$ cat src/rtl/rhq_pkg.sv
`timescale 1ns/1ps
// Shared types for the victim-refresh scheduler.
package rhq_pkg;
    // Sweep engine state: waiting for a trigger, or stepping victim slots.
    typedef enum logic {
        SW_IDLE = 1'b0,
        SW_RUN  = 1'b1
    } sweep_state_e;
endpackage

$ cat src/rtl/rhq_fifo.sv
`timescale 1ns/1ps
// In-order store for aggressor row addresses.
// Assumes: the caller never pushes when full nor pops when empty.
// The head entry is readable combinationally.
module rhq_fifo #(
    parameter int ROW_W = 8,
    parameter int DEPTH = 4,
    localparam int PTR_W = (DEPTH > 1) ? $clog2(DEPTH) : 1,
    localparam int CNT_W = $clog2(DEPTH + 1)
) (
    input  logic             clk,
    input  logic             rst_n,
    input  logic             push,
    input  logic [ROW_W-1:0] push_row,
    input  logic             pop,
    output logic [ROW_W-1:0] head_row,
    output logic [CNT_W-1:0] count,
    output logic             full,
    output logic             empty
);
    logic [ROW_W-1:0] store [DEPTH];
    logic [PTR_W-1:0] wr_ptr, rd_ptr;
    logic [CNT_W-1:0] cnt_q;

    // Advance a pointer with wrap at DEPTH-1.
    function automatic logic [PTR_W-1:0] bump(input logic [PTR_W-1:0] p);
        return (p == PTR_W'(DEPTH - 1)) ? '0 : p + PTR_W'(1);
    endfunction

    // Data array write; needs no reset.
    always_ff @(posedge clk) begin
        if (push) store[wr_ptr] <= push_row;
    end

    // Pointer and occupancy bookkeeping.
    always_ff @(posedge clk) begin
        if (!rst_n) begin
            wr_ptr <= '0;
            rd_ptr <= '0;
            cnt_q  <= '0;
        end else begin
            if (push) wr_ptr <= bump(wr_ptr);
            if (pop)  rd_ptr <= bump(rd_ptr);
            case ({push, pop})
                2'b10:   cnt_q <= cnt_q + CNT_W'(1);
                2'b01:   cnt_q <= cnt_q - CNT_W'(1);
                default: cnt_q <= cnt_q;
            endcase
        end
    end

    // Status and head outputs.
    always_comb begin
        head_row = store[rd_ptr];
        count    = cnt_q;
        full     = (cnt_q == CNT_W'(DEPTH));
        empty    = (cnt_q == '0);
    end


    fifo_hold_full_chk: assert property (@(posedge clk) disable iff (!rst_n)
        (cnt_q == CNT_W'(DEPTH) && !pop) |=> (cnt_q == CNT_W'(DEPTH)));


    fifo_no_overflow_chk: assert property (@(posedge clk) disable iff (!rst_n)
        cnt_q <= CNT_W'(DEPTH));
endmodule

$ cat src/rtl/rhq_alert.sv
`timescale 1ns/1ps
// Back-pressure flag with hysteresis.
// Sets when occupancy reaches DEPTH and clears when it drops below LOW_MARK.
// Assumes 1 <= LOW_MARK <= DEPTH.
module rhq_alert #(
    parameter int DEPTH    = 4,
    parameter int LOW_MARK = 2,
    localparam int CNT_W   = $clog2(DEPTH + 1)
) (
    input  logic             clk,
    input  logic             rst_n,
    input  logic [CNT_W-1:0] count,
    output logic             alert_on
);
    // Hysteresis register for the pause request.
    always_ff @(posedge clk) begin
        if (!rst_n)                          alert_on <= 1'b0;
        else if (count == CNT_W'(DEPTH))     alert_on <= 1'b1;
        else if (count < CNT_W'(LOW_MARK))   alert_on <= 1'b0;
    end


    alert_raise_chk: assert property (@(posedge clk) disable iff (!rst_n)
        $rose(alert_on) |-> ($past(count) == CNT_W'(DEPTH)));


    alert_hold_chk: assert property (@(posedge clk) disable iff (!rst_n)
        (alert_on && count >= CNT_W'(LOW_MARK)) |=> alert_on);
endmodule

$ cat src/rtl/rhq_sweep.sv
`timescale 1ns/1ps
// Expands each popped aggressor into victim slots A-R..A-1, A+1..A+R.
// Emits one slot per cycle; out-of-range slots strobe nothing.
// Starts on a refresh command (grant of PER_REF entries) or while the alert holds.
// Assumes RADIUS < 2**ROW_W and NUM_ROWS <= 2**ROW_W.
module rhq_sweep
    import rhq_pkg::*;
#(
    parameter int ROW_W    = 8,
    parameter int NUM_ROWS = 200,
    parameter int RADIUS   = 2,
    parameter int PER_REF  = 2
) (
    input  logic             clk,
    input  logic             rst_n,
    input  logic             ref_cmd,
    input  logic             alert_on,
    input  logic             q_empty,
    input  logic [ROW_W-1:0] head_row,
    output logic             pop,
    output logic             vref_valid,
    output logic [ROW_W-1:0] vref_row,
    output logic             busy
);
    localparam int OFF_W = $clog2(RADIUS + 1) + 1;
    localparam int GR_W  = $clog2(PER_REF + 1);
    localparam int VW    = ROW_W + 2;
    localparam logic [OFF_W-1:0] OFF_LO = OFF_W'(-RADIUS);
    localparam logic [OFF_W-1:0] OFF_HI = OFF_W'(RADIUS);

    sweep_state_e     state_q;
    logic [ROW_W-1:0] agg_q;
    logic [OFF_W-1:0] off_q;
    logic [GR_W-1:0]  grant_q;
    logic             last_slot, start, chain;
    logic [OFF_W-1:0] off_next;
    logic [VW-1:0]    victim;
    logic             in_range;

    // Slot stepping and trigger decode.
    always_comb begin
        last_slot = (off_q == OFF_HI);
        off_next  = (&off_q) ? OFF_W'(1) : off_q + OFF_W'(1);
        start     = (state_q == SW_IDLE) && !q_empty && (ref_cmd || alert_on);
        chain     = (state_q == SW_RUN) && last_slot && !q_empty
                    && (alert_on || grant_q != '0);
        pop       = start || chain;
    end

    // Victim address and range test (two's-complement offset).
    always_comb begin
        victim     = {2'b00, agg_q} + {{(VW - OFF_W){off_q[OFF_W-1]}}, off_q};
        in_range   = !victim[VW-1] && (victim < VW'(NUM_ROWS));
        busy       = (state_q == SW_RUN);
        vref_valid = busy && in_range;
        vref_row   = victim[ROW_W-1:0];
    end

    // Sweep sequencer: load aggressors, step offsets, spend the grant.
    always_ff @(posedge clk) begin
        if (!rst_n) begin
            state_q <= SW_IDLE;
            agg_q   <= '0;
            off_q   <= '0;
            grant_q <= '0;
        end else begin
            case (state_q)
                SW_IDLE: begin
                    if (start) begin
                        state_q <= SW_RUN;
                        agg_q   <= head_row;
                        off_q   <= OFF_LO;
                        grant_q <= ref_cmd ? GR_W'(PER_REF - 1) : '0;
                    end
                end
                SW_RUN: begin
                    if (!last_slot) begin
                        off_q <= off_next;
                    end else if (chain) begin
                        agg_q   <= head_row;
                        off_q   <= OFF_LO;
                        grant_q <= (grant_q != '0) ? grant_q - GR_W'(1) : '0;
                    end else begin
                        state_q <= SW_IDLE;
                    end
                end
                default: state_q <= SW_IDLE;
            endcase
        end
    end


    sweep_idle_hold_chk: assert property (@(posedge clk) disable iff (!rst_n)
        (!busy && !ref_cmd && !alert_on) |=> !busy);


    sweep_start_chk: assert property (@(posedge clk) disable iff (!rst_n)
        (!busy && ref_cmd && !q_empty) |=> busy);


    sweep_alert_start_chk: assert property (@(posedge clk) disable iff (!rst_n)
        (!busy && alert_on && !q_empty) |=> busy);


    sweep_strobe_busy_chk: assert property (@(posedge clk) disable iff (!rst_n)
        vref_valid |-> busy);


    sweep_not_aggressor_chk: assert property (@(posedge clk) disable iff (!rst_n)
        vref_valid |-> (vref_row != agg_q));
endmodule

$ cat src/rtl/rh_victim_sched.sv
`timescale 1ns/1ps
// Rowhammer victim-refresh scheduler top.
// Queues aggressor rows, sweeps their neighbours on refresh commands,
// and raises an active-low pause request when the queue fills.
// Assumes ref_cmd is a single-cycle pulse.
module rh_victim_sched #(
    parameter int ROW_W    = 8,
    parameter int NUM_ROWS = 200,
    parameter int DEPTH    = 4,
    parameter int RADIUS   = 2,
    parameter int PER_REF  = 2,
    parameter int LOW_MARK = 2
) (
    input  logic             clk,
    input  logic             rst_n,
    input  logic             enq_valid,
    input  logic [ROW_W-1:0] enq_row,
    output logic             enq_ready,
    input  logic             ref_cmd,
    output logic             vref_valid,
    output logic [ROW_W-1:0] vref_row,
    output logic             alert_n,
    output logic             busy
);
    localparam int CNT_W = $clog2(DEPTH + 1);

    logic             q_push, q_pop, q_full, q_empty, alert_on;
    logic [ROW_W-1:0] q_head;
    logic [CNT_W-1:0] q_count;

    // Front-end handshake and alert polarity.
    always_comb begin
        enq_ready = !q_full;
        q_push    = enq_valid && !q_full;
        alert_n   = !alert_on;
    end

    rhq_fifo #(.ROW_W(ROW_W), .DEPTH(DEPTH)) u_fifo (
        .clk      (clk),
        .rst_n    (rst_n),
        .push     (q_push),
        .push_row (enq_row),
        .pop      (q_pop),
        .head_row (q_head),
        .count    (q_count),
        .full     (q_full),
        .empty    (q_empty)
    );

    rhq_alert #(.DEPTH(DEPTH), .LOW_MARK(LOW_MARK)) u_alert (
        .clk      (clk),
        .rst_n    (rst_n),
        .count    (q_count),
        .alert_on (alert_on)
    );

    rhq_sweep #(
        .ROW_W(ROW_W), .NUM_ROWS(NUM_ROWS), .RADIUS(RADIUS), .PER_REF(PER_REF)
    ) u_sweep (
        .clk        (clk),
        .rst_n      (rst_n),
        .ref_cmd    (ref_cmd),
        .alert_on   (alert_on),
        .q_empty    (q_empty),
        .head_row   (q_head),
        .pop        (q_pop),
        .vref_valid (vref_valid),
        .vref_row   (vref_row),
        .busy       (busy)
    );


    top_ready_full_chk: assert property (@(posedge clk) disable iff (!rst_n)
        (!enq_ready && !busy) |=> !enq_ready || busy);
endmodule

$ cat config.mk
export PLATFORM = sky130hd
export DESIGN_NAME = rh_victim_sched
export DESIGN_NICKNAME = d
export VERILOG_FILES = /design/src/rtl/rhq_pkg.sv /design/src/rtl/rhq_fifo.sv /design/src/rtl/rhq_alert.sv /design/src/rtl/rhq_sweep.sv /design/src/rtl/rh_victim_sched.sv
export SDC_FILE = /design/constraint.sdc
export NUM_CORES = 1
export LEC_CHECK = 0
export BUFFER_PORTS_ARGS = -buffer_cell sky130_fd_sc_hd__buf_4
export CORE_UTILIZATION = 41
export DETAILED_ROUTE_END_ITERATION = 8
export PLACE_DENSITY_LB_ADDON = 0.12
export SLEW_MARGIN = 15
export SYNTH_ARGS = -nofsm -noshare
export SYNTH_HDL_FRONTEND = slang
export SYNTH_SLANG_ARGS = --single-unit
$ cat constraint.sdc
create_clock -name clk -period 4.5 [get_ports clk]
set_clock_uncertainty 0.2 [all_clocks]
set_input_delay 0.45 -clock clk [delete_from_list [all_inputs] [get_ports clk]]
set_output_delay 0.45 -clock clk [all_outputs]
set_load 0.02 [all_outputs]
==> impl_results.md <==
* Die area at 7040 sq um
* Max Fclk at 312 MHz
* Worst Tran Pin Value at 0.922 ns
* Hold buffer count at CTS at 0
* CTS clk-pin slew, worst paths at 0.11 ns
* Hold WC Path Type: in -> reg
* Number of global-route vias before repair at 1583
* Hold Worst Slack at 0.127 ns
* Power, Total at 1.96 mW
* Failing checks: design-rule violations
* Vias at 1596
* Top-Level Pins at 24
* Critical Path RT at 3.85 ns
* Final Slew Violations at 0
* Tmin final at 3.21 ns
* Post-Synthesis Cells at 212
* Post-route ant nets at 0
* Avg Inst Size Synth at 13.0 sq um
* Seq cells post-synth at 56
* Setup tns final at 0 ns
* Die Y at 83.9 um
* Post-CTS setup repair buffer count at 0
* # setup viols final at 0
* Status: finished, violations left
* CP startpoint kind: flip-flop
* Routed wire length at 4420 um
* Synth warn at 0
* Total GRT Usage at 0.140
* GP Congestion at 0.750
* Largest net degree at the start of global routing at 24
* Filler cells at 575
* Port-buffer cells at 23
* Relative slew margins at 0.384
* Synthesized area at 2750 sq um
* Peak VDD IR at 0.236 mV
* Layout net count at 267
* Netlist cell types at 50
* Total power divided by cell area at 632 nW/um^2
* Final instance area at 3090 sq um
* DR WL/cell at 14.1 um
* Fraction of layout cells with a size suffix above 1 at 0.216
* Critical Path Fanout Max at 6
* Wire length of the first global-routing pass at 7660 um
* Die W at 83.9 um
* Fraction of registers with async set/reset at 0
* Post-CTS sizing at 0
* Dpl cell area at 2980 sq um
* Ant. Diodes at 0
* Clk buf depth at 2
* Root Driver: clkbuf_8
* Initial core utilization at 0.428
* Initial drt markers at 62
* P&R area growth vs syn at 12.5%
* Critical path class: reg -> out
* Leakage at 1.23 nW
* Clk_lat worst skew at 0.31 ns
* Clock Sinks at 56
* Total clock buffers created by CTS at 5
* Final Hold Violating Endpoints at 0
* Final Cycle Share at 0.713
* Sequential fraction of the synthesis area at 0.524
* Row count at 29
* Remaining DRCs at 2
* RSZ-0062 raised after global routing: no
* CTS H-tree depth at 2
* Number of synthesized flops with an enable pin at 32
* CTS tree: done
* Arrival @ worst endpoint at 2.56 ns
* Synth Flop Type: edfxtp_1
* Initial antenna violation count at 0
* Total grt overflow at 0
* First-pass detailed-route iteration total at 6
* Core area at 6420 sq um
* Post-synthesis net count at 244
* Maxcap violations at 0
* Detailed Place HPWL at 3130 um
* Vias per inst at 5.10
* Crit path capture type: output port
-- cells in the final DEF, fill, tap and decap left out, types with 3 or more instances in the layout --
cell / netlist / routed
mux2i_1: 9 / 9
nor2_1: 7 / 7
o21ai_0: 5 / 5
a21oi_1: 8 / 8
buf_4: 0 / 23
nor2b_1: 10 / 10
and3_1: 4 / 4
ha_1: 18 / 18
inv_1: 13 / 13
a21boi_0: 3 / 3
mux4_2: 8 / 8
nor3_1: 6 / 6
xor2_1: 5 / 5
and2_1: 3 / 3
nand2_1: 11 / 11
edfxtp_1: 32 / 32
xnor2_1: 4 / 4
clkbuf_8: 0 / 5
dfxtp_1: 24 / 24
-- logic make-up after synthesis --
logic type	share of synthesized area
muxes	0.0983
AOI/OAI and AO/OA	0.105
xor gates and xnor gates	0.0287
DFF	0.524
buffers and inverters	0.0359
and+or+nand+nor	0.112
adders and majority gates	0.0965
-- report_power, final --
part / total (mW) / internal, mW / switching (mW)
clock network: 0.346 / 0.172 / 0.174
registers: 0.749 / 0.640 / 0.109
logic: 0.863 / 0.396 / 0.467
total: 1.96 / 1.21 / 0.749
-- per-stage QoR --
step	cells	util	setup WS (ns)
floorplan	212	-	1.73
global placement	305	0.463	1.66
detailed placement	305	0.463	1.60
CTS	313	0.482	1.27
global route	313	0.482	1.04
finish	313	0.482	1.29
-- layer usage --
| metal | vias to the layer above | GRT usage | wire length, um |
|---|---|---|---|
| li1 | 831 | - | - |
| met1 | 736 | 0.185 | 2210 |
| met2 | 22 | 0.224 | 2010 |
| met3 | 7 | 0.0336 | 137 |
| met4 | 0 | 0.0517 | 63 |
| met5 | - | 0 | 0 |
-- flip-flops by register name (all words and copies together), names as in the netlist, named ones only --
register,flops
u_alert.alert_on,1
u_sweep.grant_q,2
u_sweep.off_q,3
u_fifo.wr_ptr,2
u_fifo.count,3
u_fifo.rd_ptr,2
u_sweep.busy,1
u_sweep.agg_q,8
u_fifo.store,32
-- area by class of cell --
class | count | area [sq um] | share of cell area
clock buffers | 5 | 68.8 | 0.0222
multi-input cells | 135 | 1210 | 0.391
flip-flops and latches | 56 | 1440 | 0.466
repair buffers | 23 | 173 | 0.0558
clock inverters | 3 | 50.0 | 0.0162
well taps | 77 | 96.3 | 0.0311
inverters | 14 | 55.1 | 0.0178
-- synth_stat cells (all sizes together) (2+ instances only) --
master | instances | area, sq um
edfxtp | 32 | 961
ha | 18 | 225
nor2 | 7 | 26.3
buf | 5 | 36.3
fa | 2 | 40.0
nand3 | 2 | 10.0
xnor2 | 4 | 35.0
nor2b | 10 | 62.6
a21boi | 3 | 22.5
mux2i | 9 | 90.1
dfxtp | 24 | 480
and3 | 4 | 25.0
a21oi | 9 | 48.8
clkbuf | 2 | 7.51
inv | 14 | 55.1
o21ai | 8 | 43.8
o221a | 3 | 33.8
a21o | 2 | 16.3
mux4 | 8 | 180
o31ai | 2 | 15.0
and2 | 3 | 18.8
o211a | 2 | 20.0
nor3 | 6 | 30.0
xor2 | 5 | 43.8
nand2 | 12 | 47.6
-- path summary, 6_finish.rpt --
| path | startpoint | to | slack (ns) | cells past startpoint |
|---|---|---|---|---|
| setup reg to reg | u_sweep.off_q[1] | u_fifo.count[2] | 1.61 | 10 |
| setup / recovery | u_sweep.off_q[0] | vref_valid | 1.29 | 9 |
| hold / removal | enq_row[6] | u_fifo.store[1][6] | 0.13 | 1 |
| hold reg to reg | u_sweep.grant_q[1] | u_sweep.grant_q[1] | 0.28 | 2 |
-- worst max-delay path, stage by stage, from the launching register on --
cell and delay, ns:
dfxtp_1 0.37, ha_1 0.24, fa_1 0.45, a211oi_1 0.23, o21ai_1 0.10, nor4b_4 0.14, nor3_1 0.19, a221oi_2 0.10
a311oi_2 0.25, buf_4 0.18
(Power assumes the default switching activity.)
